===== src/rtl/bcu_pkg.sv =====
package bcu_pkg;
    localparam int DATA_W  = 64;
    localparam int BYTE_W  = 8;
    localparam int WORD_W  = 16;
    localparam int FUNC_W  = 7;
    localparam int NUM_B   = DATA_W / BYTE_W;
    localparam int NUM_W   = DATA_W / WORD_W;
    localparam int CNT_W   = $clog2(DATA_W) + 1;
    localparam int STAGES  = $clog2(DATA_W);
    localparam int SAD_W   = BYTE_W + $clog2(NUM_B);

    localparam logic [FUNC_W-1:0] FN_SEXT_B = 7'h00;
    localparam logic [FUNC_W-1:0] FN_SEXT_W = 7'h01;
    localparam logic [FUNC_W-1:0] FN_POP    = 7'h30;
    localparam logic [FUNC_W-1:0] FN_SAD    = 7'h31;
    localparam logic [FUNC_W-1:0] FN_LZ     = 7'h32;
    localparam logic [FUNC_W-1:0] FN_TZ     = 7'h33;
    localparam logic [FUNC_W-1:0] FN_UNP_W  = 7'h34;
    localparam logic [FUNC_W-1:0] FN_UNP_L  = 7'h35;
    localparam logic [FUNC_W-1:0] FN_PK_W   = 7'h36;
    localparam logic [FUNC_W-1:0] FN_PK_L   = 7'h37;

    typedef struct packed {
        logic [DATA_W-1:0] result;
        logic              illegal;
    } bcu_out_t;
endpackage


===== src/rtl/bcu_count.sv =====
module bcu_count
    import bcu_pkg::*;
(
    input  logic [DATA_W-1:0] val,
    output logic [CNT_W-1:0]  pop_cnt,
    output logic [CNT_W-1:0]  lead_cnt,
    output logic [CNT_W-1:0]  trail_cnt
);
    logic [DATA_W-1:0] lz_scan;
    logic [DATA_W-1:0] tz_scan;

    always_comb begin
        pop_cnt = '0;
        for (int i = 0; i < DATA_W; i++) begin
            pop_cnt = pop_cnt + CNT_W'(val[i]);
        end
    end

    // binary halving search from the top
    always_comb begin
        lz_scan  = val;
        lead_cnt = '0;
        for (int s = STAGES - 1; s >= 0; s--) begin
            if ((lz_scan >> (DATA_W - (1 << s))) == '0) begin
                lead_cnt = lead_cnt + CNT_W'(1 << s);
                lz_scan  = lz_scan << (1 << s);
            end
        end
        if (!lz_scan[DATA_W-1]) lead_cnt = lead_cnt + CNT_W'(1);
    end

    // binary halving search from the bottom
    always_comb begin
        tz_scan   = val;
        trail_cnt = '0;
        for (int s = STAGES - 1; s >= 0; s--) begin
            if ((tz_scan & ((DATA_W'(1) << (1 << s)) - DATA_W'(1))) == '0) begin
                trail_cnt = trail_cnt + CNT_W'(1 << s);
                tz_scan   = tz_scan >> (1 << s);
            end
        end
        if (!tz_scan[0]) trail_cnt = trail_cnt + CNT_W'(1);
    end
endmodule


===== src/rtl/bcu_lanes.sv =====
module bcu_lanes
    import bcu_pkg::*;
(
    input  logic [DATA_W-1:0] a,
    input  logic [DATA_W-1:0] b,
    input  logic              sel_word,
    input  logic              sel_signed,
    input  logic              sel_max,
    output logic [DATA_W-1:0] minmax,
    output logic [SAD_W-1:0]  sad
);
    logic [DATA_W-1:0] byte_res;
    logic [DATA_W-1:0] word_res;
    logic [BYTE_W-1:0] absdiff [NUM_B];

    for (genvar i = 0; i < NUM_B; i++) begin : g_byte
        logic [BYTE_W-1:0] la, lb;
        logic              a_lt, a_gt;
        assign la   = a[i*BYTE_W +: BYTE_W];
        assign lb   = b[i*BYTE_W +: BYTE_W];
        assign a_lt = sel_signed ? ($signed(la) < $signed(lb)) : (la < lb);
        assign a_gt = sel_signed ? ($signed(la) > $signed(lb)) : (la > lb);
        assign byte_res[i*BYTE_W +: BYTE_W] = (sel_max ? a_gt : a_lt) ? la : lb;
        assign absdiff[i] = (la >= lb) ? (la - lb) : (lb - la);
    end

    for (genvar j = 0; j < NUM_W; j++) begin : g_word
        logic [WORD_W-1:0] la, lb;
        logic              a_lt, a_gt;
        assign la   = a[j*WORD_W +: WORD_W];
        assign lb   = b[j*WORD_W +: WORD_W];
        assign a_lt = sel_signed ? ($signed(la) < $signed(lb)) : (la < lb);
        assign a_gt = sel_signed ? ($signed(la) > $signed(lb)) : (la > lb);
        assign word_res[j*WORD_W +: WORD_W] = (sel_max ? a_gt : a_lt) ? la : lb;
    end

    assign minmax = sel_word ? word_res : byte_res;

    always_comb begin
        sad = '0;
        for (int k = 0; k < NUM_B; k++) begin
            sad = sad + SAD_W'(absdiff[k]);
        end
    end
endmodule


===== src/rtl/bcu_pack.sv =====
module bcu_pack
    import bcu_pkg::*;
(
    input  logic [DATA_W-1:0] b,
    output logic [DATA_W-1:0] sext_byte,
    output logic [DATA_W-1:0] sext_half,
    output logic [DATA_W-1:0] unpack_w,
    output logic [DATA_W-1:0] unpack_l,
    output logic [DATA_W-1:0] pack_w,
    output logic [DATA_W-1:0] pack_l
);
    localparam int PER_W = WORD_W / BYTE_W;
    localparam int PER_L = 2 * WORD_W / BYTE_W;

    assign sext_byte = {{(DATA_W-BYTE_W){b[BYTE_W-1]}}, b[BYTE_W-1:0]};
    assign sext_half = {{(DATA_W-WORD_W){b[WORD_W-1]}}, b[WORD_W-1:0]};

    always_comb begin
        unpack_w = '0;
        pack_w   = '0;
        for (int i = 0; i < NUM_B / PER_W; i++) begin
            unpack_w[i*WORD_W +: BYTE_W] = b[i*BYTE_W +: BYTE_W];
            pack_w[i*BYTE_W +: BYTE_W]   = b[i*WORD_W +: BYTE_W];
        end
        unpack_l = '0;
        pack_l   = '0;
        for (int i = 0; i < NUM_B / PER_L; i++) begin
            unpack_l[i*2*WORD_W +: BYTE_W] = b[i*BYTE_W +: BYTE_W];
            pack_l[i*BYTE_W +: BYTE_W]     = b[i*2*WORD_W +: BYTE_W];
        end
    end
endmodule


===== src/rtl/bcu_unit.sv =====
module bcu_unit
    import bcu_pkg::*;
(
    input  logic              clk,
    input  logic              rst_n,
    input  logic [63:0]       op_a,
    input  logic [63:0]       op_b,
    input  logic [6:0]        func,
    input  logic              a_is_r31,
    output logic [63:0]       result,
    output logic              illegal
);
    logic [CNT_W-1:0]  pop_cnt, lead_cnt, trail_cnt;
    logic [DATA_W-1:0] minmax;
    logic [SAD_W-1:0]  sad;
    logic [DATA_W-1:0] sext_byte, sext_half, unpack_w, unpack_l, pack_w, pack_l;
    logic              sel_signed;
    bcu_out_t          out_d, out_q;

    // min codes: bit1 set means unsigned; max codes: bit1 set means signed
    assign sel_signed = (func[1] == func[2]);

    bcu_count u_count (
        .val       (op_b),
        .pop_cnt   (pop_cnt),
        .lead_cnt  (lead_cnt),
        .trail_cnt (trail_cnt)
    );

    bcu_lanes u_lanes (
        .a          (op_a),
        .b          (op_b),
        .sel_word   (func[0]),
        .sel_signed (sel_signed),
        .sel_max    (func[2]),
        .minmax     (minmax),
        .sad        (sad)
    );

    bcu_pack u_pack (
        .b         (op_b),
        .sext_byte (sext_byte),
        .sext_half (sext_half),
        .unpack_w  (unpack_w),
        .unpack_l  (unpack_l),
        .pack_w    (pack_w),
        .pack_l    (pack_l)
    );

    always_comb begin
        out_d = '0;
        unique case (func)
            FN_SEXT_B: if (a_is_r31) out_d.result = sext_byte; else out_d.illegal = 1'b1;
            FN_SEXT_W: if (a_is_r31) out_d.result = sext_half; else out_d.illegal = 1'b1;
            FN_POP:    out_d.result = DATA_W'(pop_cnt);
            FN_SAD:    out_d.result = DATA_W'(sad);
            FN_LZ:     out_d.result = DATA_W'(lead_cnt);
            FN_TZ:     out_d.result = DATA_W'(trail_cnt);
            FN_UNP_W:  out_d.result = unpack_w;
            FN_UNP_L:  out_d.result = unpack_l;
            FN_PK_W:   out_d.result = pack_w;
            FN_PK_L:   out_d.result = pack_l;
            7'h38, 7'h39, 7'h3a, 7'h3b,
            7'h3c, 7'h3d, 7'h3e, 7'h3f:
                       out_d.result = minmax;
            default:   out_d.illegal = 1'b1;
        endcase
    end

    always_ff @(posedge clk) begin
        if (!rst_n) out_q <= '0;
        else        out_q <= out_d;
    end

    assign result  = out_q.result;
    assign illegal = out_q.illegal;
endmodule


===== config.mk =====
export PLATFORM = sky130hd
export DESIGN_NAME = bcu_unit
export DESIGN_NICKNAME = d
export VERILOG_FILES = /design/src/rtl/bcu_pkg.sv /design/src/rtl/bcu_count.sv /design/src/rtl/bcu_lanes.sv /design/src/rtl/bcu_pack.sv /design/src/rtl/bcu_unit.sv
export SDC_FILE = /design/constraint.sdc
export NUM_CORES = 1
export LEC_CHECK = 0
export BUFFER_PORTS_ARGS = -buffer_cell sky130_fd_sc_hd__buf_2
export CORE_ASPECT_RATIO = 0.6
export CORE_MARGIN = 2
export CORE_UTILIZATION = 65
export DETAILED_ROUTE_END_ITERATION = 12
export PLACE_DENSITY = 0.95
export RECOVER_POWER = 25
export SLEW_MARGIN = 30
export SYNTH_ARGS = -nofsm -noshare
export SYNTH_HDL_FRONTEND = slang
export SYNTH_SLANG_ARGS = --single-unit

===== constraint.sdc =====
create_clock -name clk -period 21.9 [get_ports clk]
set_clock_uncertainty 0.05 [all_clocks]
set_input_delay 1.095 -clock clk [delete_from_list [all_inputs] [get_ports clk]]
set_output_delay 1.095 -clock clk [all_outputs]
set_load 0.03 [all_outputs]

## Word-level counts from Yosys, hierarchy flattened

Index checks and enable logic that the tools add are counted.

- Add/subtract/negate cells: 98
- Multipliers: 0
- Div/mod/pow operators: 0
- Magnitude comparators: 56
- Eq/ne operators: 18
- Shift-type cells: 0
- Mux-type cells: 88
- Bitwise logic cells: 0
- Reductions and logical operators: 16

Operators by type and width:

| cell | number |
|---|---|
| $logic_not 64->1 | 12 |
| $pmux 64 s11 | 1 |
| $mux 64 | 9 |
| $add 7x1->7 | 62 |
| $mux 8 | 17 |
| $gt 16x16->1 | 8 |
| $gt 8x8->1 | 16 |
| $lt 16x16->1 | 8 |
| $lt 8x8->1 | 16 |
| $sub 8x8->8 | 16 |
| $eq 7x6->1 const B | 16 |
| $mux 7 | 12 |
| $mux 16 | 5 |
| $add 11x8->11 | 6 |
| $ge 8x8->1 | 8 |
| $mux 1 | 38 |
| $mux 32 | 1 |
| $add 7x1->7 const B | 4 |
| $reduce_or 16->1 | 1 |
| $add 7x2->7 const B | 2 |
| $add 7x3->7 const B | 2 |
| $add 7x4->7 const B | 2 |
| $mux 6 | 2 |
| $add 8x8->9 | 1 |
| other kinds (11) | 11 |

- Bits in registers: 65
- Latch bits: 0
- Memory bits (writable): 0
- ROM bits: 0
- Input port bits: 138
- Memories: 0

## Longest topological paths before layout

- Depth in word-level cells: 64
- Mapped depth: 33
- Gate-level depth less buffers: 32

## Hierarchy

From an unflattened synthesis, not the netlist that was laid out.

- Cell total of the unflattened synthesis: 2387
- Area total of the unflattened synthesis: 19590.0 um2

Modules (own cells, without submodules):

| module | times used | cells an instance | area each (um2) | seq. area each (um2) |
|---|---|---|---|---|
| bcu_lanes | 1 | 984 | 7948.9 | 0.0 |
| bcu_unit | 1 | 596 | 5416.4 | 1301.2 |
| bcu_count | 1 | 422 | 3338.2 | 0.0 |
| bcu_pack | 1 | 385 | 2886.5 | 0.0 |

## Worst setup path after synthesis

Ideal clock, no wire load.

- Kind: input port to flip-flop
- Start: input op_a[0]
- End: register out_q (netlist bit result[10])
- Library setup time: 0.071 ns
- Arrival time: 7.721 ns
- Path slack: 14.059 ns
- Cell stages on the path: 30
- Path buffers: 0
- Cell sequence: inv_1 > ha_1 > inv_1 > fa_1 > a211oi_1 > o21ai_0 > a22o_1 > nor2_1 > mux2_2 > o21bai_1 > a311o_1 > xor2_1 > ha_1 > inv_1 > o21bai_1 > a21oi_1 > xor2_1 > fa_1 > fa_1 > fa_1 > fa_1 > inv_1 > ha_1 > a21oi_1 > o21ai_0 > a21o_1 > a21oi_1 > xnor2_1 > nand2_1 > a21oi_1

- Word-level cells in the longest chain between the ends: 10
- Elaborated cells between the ends (all ways): 21
- Classes of those cells: add/sub: 9; order compare: 5; mux: 7

Ends and longest elaborated chain:

| what | RTL line | source |
|---|---|---|
| start, declared | bcu_unit.sv:6 | `input logic [63:0] op_a,` |
| $sub 8x8->8 or $ge 8x8->1 (tied branches) | bcu_lanes.sv:24 | `assign absdiff[i] = (la >= lb) ? (la - lb) : (lb - la);` |
| $mux 8 | bcu_lanes.sv:24 |  |
| $add 8x8->9 | bcu_lanes.sv:42 | `sad = sad + SAD_W'(absdiff[k]);` |
| $add 11x8->11 (6 in series) | bcu_lanes.sv:42 |  |
| $pmux 64 s11 * | bcu_unit.sv:52 | `unique case (func)` |
| end signal, assigned | bcu_unit.sv:72 | `else out_q <= out_d;` |
| end, declared | bcu_unit.sv:18 | `bcu_out_t out_d, out_q;` |

Every way passes the cells marked *; elsewhere a longest branch is shown, timed or not.
A chain may end at the register's enable or synchronous reset.

## Worst setup path after layout

- Start: input op_b[1]
- End: register out_q (netlist bit result[9])

- Word-level cells in the longest chain between the ends: 10
- Elaborated cells between the ends (all ways): 21
- Classes of those cells: add/sub: 9; order compare: 5; mux: 7

Ends and longest elaborated chain:

| what | RTL line | source |
|---|---|---|
| start, declared | bcu_unit.sv:7 | `input logic [63:0] op_b,` |
| $sub 8x8->8 or $ge 8x8->1 (tied branches) | bcu_lanes.sv:24 |  |
| $mux 8 | bcu_lanes.sv:24 |  |
| $add 8x8->9 | bcu_lanes.sv:42 |  |
| $add 11x8->11 (6 in series) | bcu_lanes.sv:42 |  |
| $pmux 64 s11 * | bcu_unit.sv:52 |  |

Marked as above.

==> out/qor.yml <==
status: "completed"
antenna_found_initial: 2
setup_ws_ns: 13.11
critPathLaunch: "op_b[1]"
final-hold-violation-count: 0
startpoint_type: "primary input"
cts.sinks: 65
yosys.area.top_type_share_pct: 15.9
p_int_w: 0.00133
antenna_left: 0
synth_edf_count: 0
power_switching_w: 0.00159
worstPathRequired_ns: 22.15
synth-simple-area-share_pct: 12.4
cellLeakagePower_nw: 7.48
path_common_cell: "fa_1"
drive_gt1_share_pct: 13.9
synth_area_per_cell_um2: 8.07
wl_um: 62400
hold_start: "rst_n"
hpwl_um: 49700
synth_xor_area_share_pct: 4.48
route.vias.total: 15400
std_cell_rows: 41
critPathMaxStageDelay_ns: 0.56
die_y_um: 116
clk_pin_slew_ns: 0.06
dp_slack_ns: 13.05
netlist_area_mm2: 0.0137
yosysUniqueCellTypes: 89
switching_share_pct: 54.4
place.gp.congestion: 1.18
slew-limit-headroom_pct: 31.8
port_buffers: 202
wl_per_cell_um: 29.0
grt_pass1_vias: 13900
track_usage_pct: 55.1
ys_warn_count: 0
root_buffer: "clkbuf_16"
grt_overflow: 0
final_cell_mix: "282 x inv_1, 171 x buf_2, 166 x ha_1"
dp_cells: 2132
cts_buffers: 9
cp_max_fo: 7
post-route-drc-count: 0
tightest_slew_ns: 1.02
start_util_pct: 65.7
cap_viol_max_count: 0
layout_commonest_cell: "inv_1"
postCtsHoldBufs: 0
placed_cell_area_mm2: 0.0149
synth_top_family_by_area: "adder cells"
synthArstFlopShare_pct: 0
rsz0062_at_grt: "no"
crit_type: "primary input to register"
hold_class: "primary input to register"
crit_path_top_delay_cell: "nor2_1"
arrival_ns: 9.04
area_growth_pct: 11.2
grt_pass1_wl_um: 88200
power_frac_clock_pct: 5.7
synth_fa_ha_area_share_pct: 31.1
drtIter0Drc: 2459
grt_max_degree: 49
firstDrtPassIters: 8
period_needed_ns: 8.79
synthCells: 1697
end_kind: "register"
synth_largest_area_cell: "fa_1"
cts_setup_buffers: 0
final_cells: 2149
drt-vias-per-instance: 7.19
ys_ff_latch: 65
cts_buffer_depth: 2
post_cts_resized: 0
ir_drop_v: 0.000369
die-area_mm2: 0.0223
htreeDepth: 3
synth_compound_area_share_pct: 23.0
post-route-cell-area_mm2: 0.0152
synth-main-ff-cell: "dfxtp_1"
fmax_mhz: 114
setup_violations: 0
synth_nets: 2110
yosys-top-cells-area: "fa_1 16%, ha_1 15%, dfxtp_1 9.5%"
io_pins: 203
cts_tree: "built"
seqPwrFrac_pct: 4.1
nets: 2278
die_x_um: 191
powerDensity_mw_per_mm2: 191
synthMuxAreaShare_pct: 9.91
final.setup.tns_ns: 0
pwr-share-comb_pct: 90.2
core_area_mm2: 0.0208
ys_seq_area_share_pct: 9.50
slew_violations: 0
fin_crit_sh_pct: 40.2
-- per-stage QoR --
step	utilization [%]	power (W)	hold slack [ns]
2_1_floorplan	-	0.00197	1.20
3_3_place_gp	71.7	0.00246	1.35
3_5_place_dp	71.7	0.00259	1.35
4_1_cts	73.2	0.00279	0.970
5_1_grt	73.1	0.00315	0.967
6_report	73.1	0.00292	0.964
-- power groups by stage --
stage                     clock network (W)  logic [W]  registers [W]
final                              0.000166    0.00263       0.000119
after global routing               0.000168    0.00287       0.000119
after CTS                          0.000162    0.00251       0.000119
after detailed placement                  0    0.00247       0.000122
after global placement                    0    0.00234       0.000122
after floorplan                           0    0.00185       0.000123
-- area by class of cell --
type | instances | area (um2)
repair buffers | 217 | 1080
clock buffers | 12 | 246
inverters | 284 | 1070
diodes | 1 | 2.50
well taps | 279 | 349
multi-input cells | 1288 | 11100
fillers | 1610 | 5600
flip-flops and latches | 65 | 1300
clock inverters | 3 | 65.1
-- synthesized netlist by cell type, drive strengths merged (10+ instances only) --
cell	n
a211oi	15
a21o	31
a21oi	127
a221o	12
a221oi	32
a31oi	19
buf	15
clkbuf	45
dfxtp	65
fa	109
ha	166
inv	283
mux2	20
mux2i	113
nand2	77
nand3	22
nand4	22
nor2	95
nor2b	13
nor3	22
nor4	17
o211ai	10
o21ai	109
o221ai	29
o22ai	28
or3	13
xnor2	51
xor2	19
-- state kept, by name (all words and copies together) (netlist names) --
register / count
illegal: 1
result: 64
-- critical path, delay by kind of cell --
| family | cells | cell delay (ns) |
|---|---|---|
| muxes | 1 | 0.42 |
| AOI/OAI and AO/OA | 11 | 2.30 |
| xor gates and xnor gates | 3 | 0.57 |
| adders and majority gates | 7 | 3.30 |
| and+or+nand+nor | 3 | 0.82 |
| buffers and inverters | 4 | 0.55 |
-- per-layer routing --
metal | wire length [um] | vias to the layer above | share of wire (%) | track usage, %
li1 | - | 6321 | - | -
met1 | 23300 | 7219 | 37 | 71.5
met2 | 22800 | 1553 | 37 | 72.5
met3 | 12500 | 344 | 20 | 32.1
met4 | 3560 | 6 | 5.7 | 24.3
met5 | 197 | - | 0.32 | 5.34
-- kinds of logic (layout without fill, tap and decap cells) --
logic type / Yosys count / in the layout
AO/OA/AOI/OAI: 477 / 477
AND/OR/NAND/NOR: 333 / 333
flip-flops: 65 / 65
adder cells (fa/ha/maj): 275 / 275
other: 0 / 1
multiplexers: 133 / 133
XOR/XNOR: 70 / 70
buffers and inverters: 344 / 516
-- final timing paths --
check / endpoint / slack, ns / cells after the start
setup / recovery: result[9] / 13.11 / 29
hold / removal: illegal / 0.96 / 2
No activity file was read; power rests on OpenSTA's default activity.
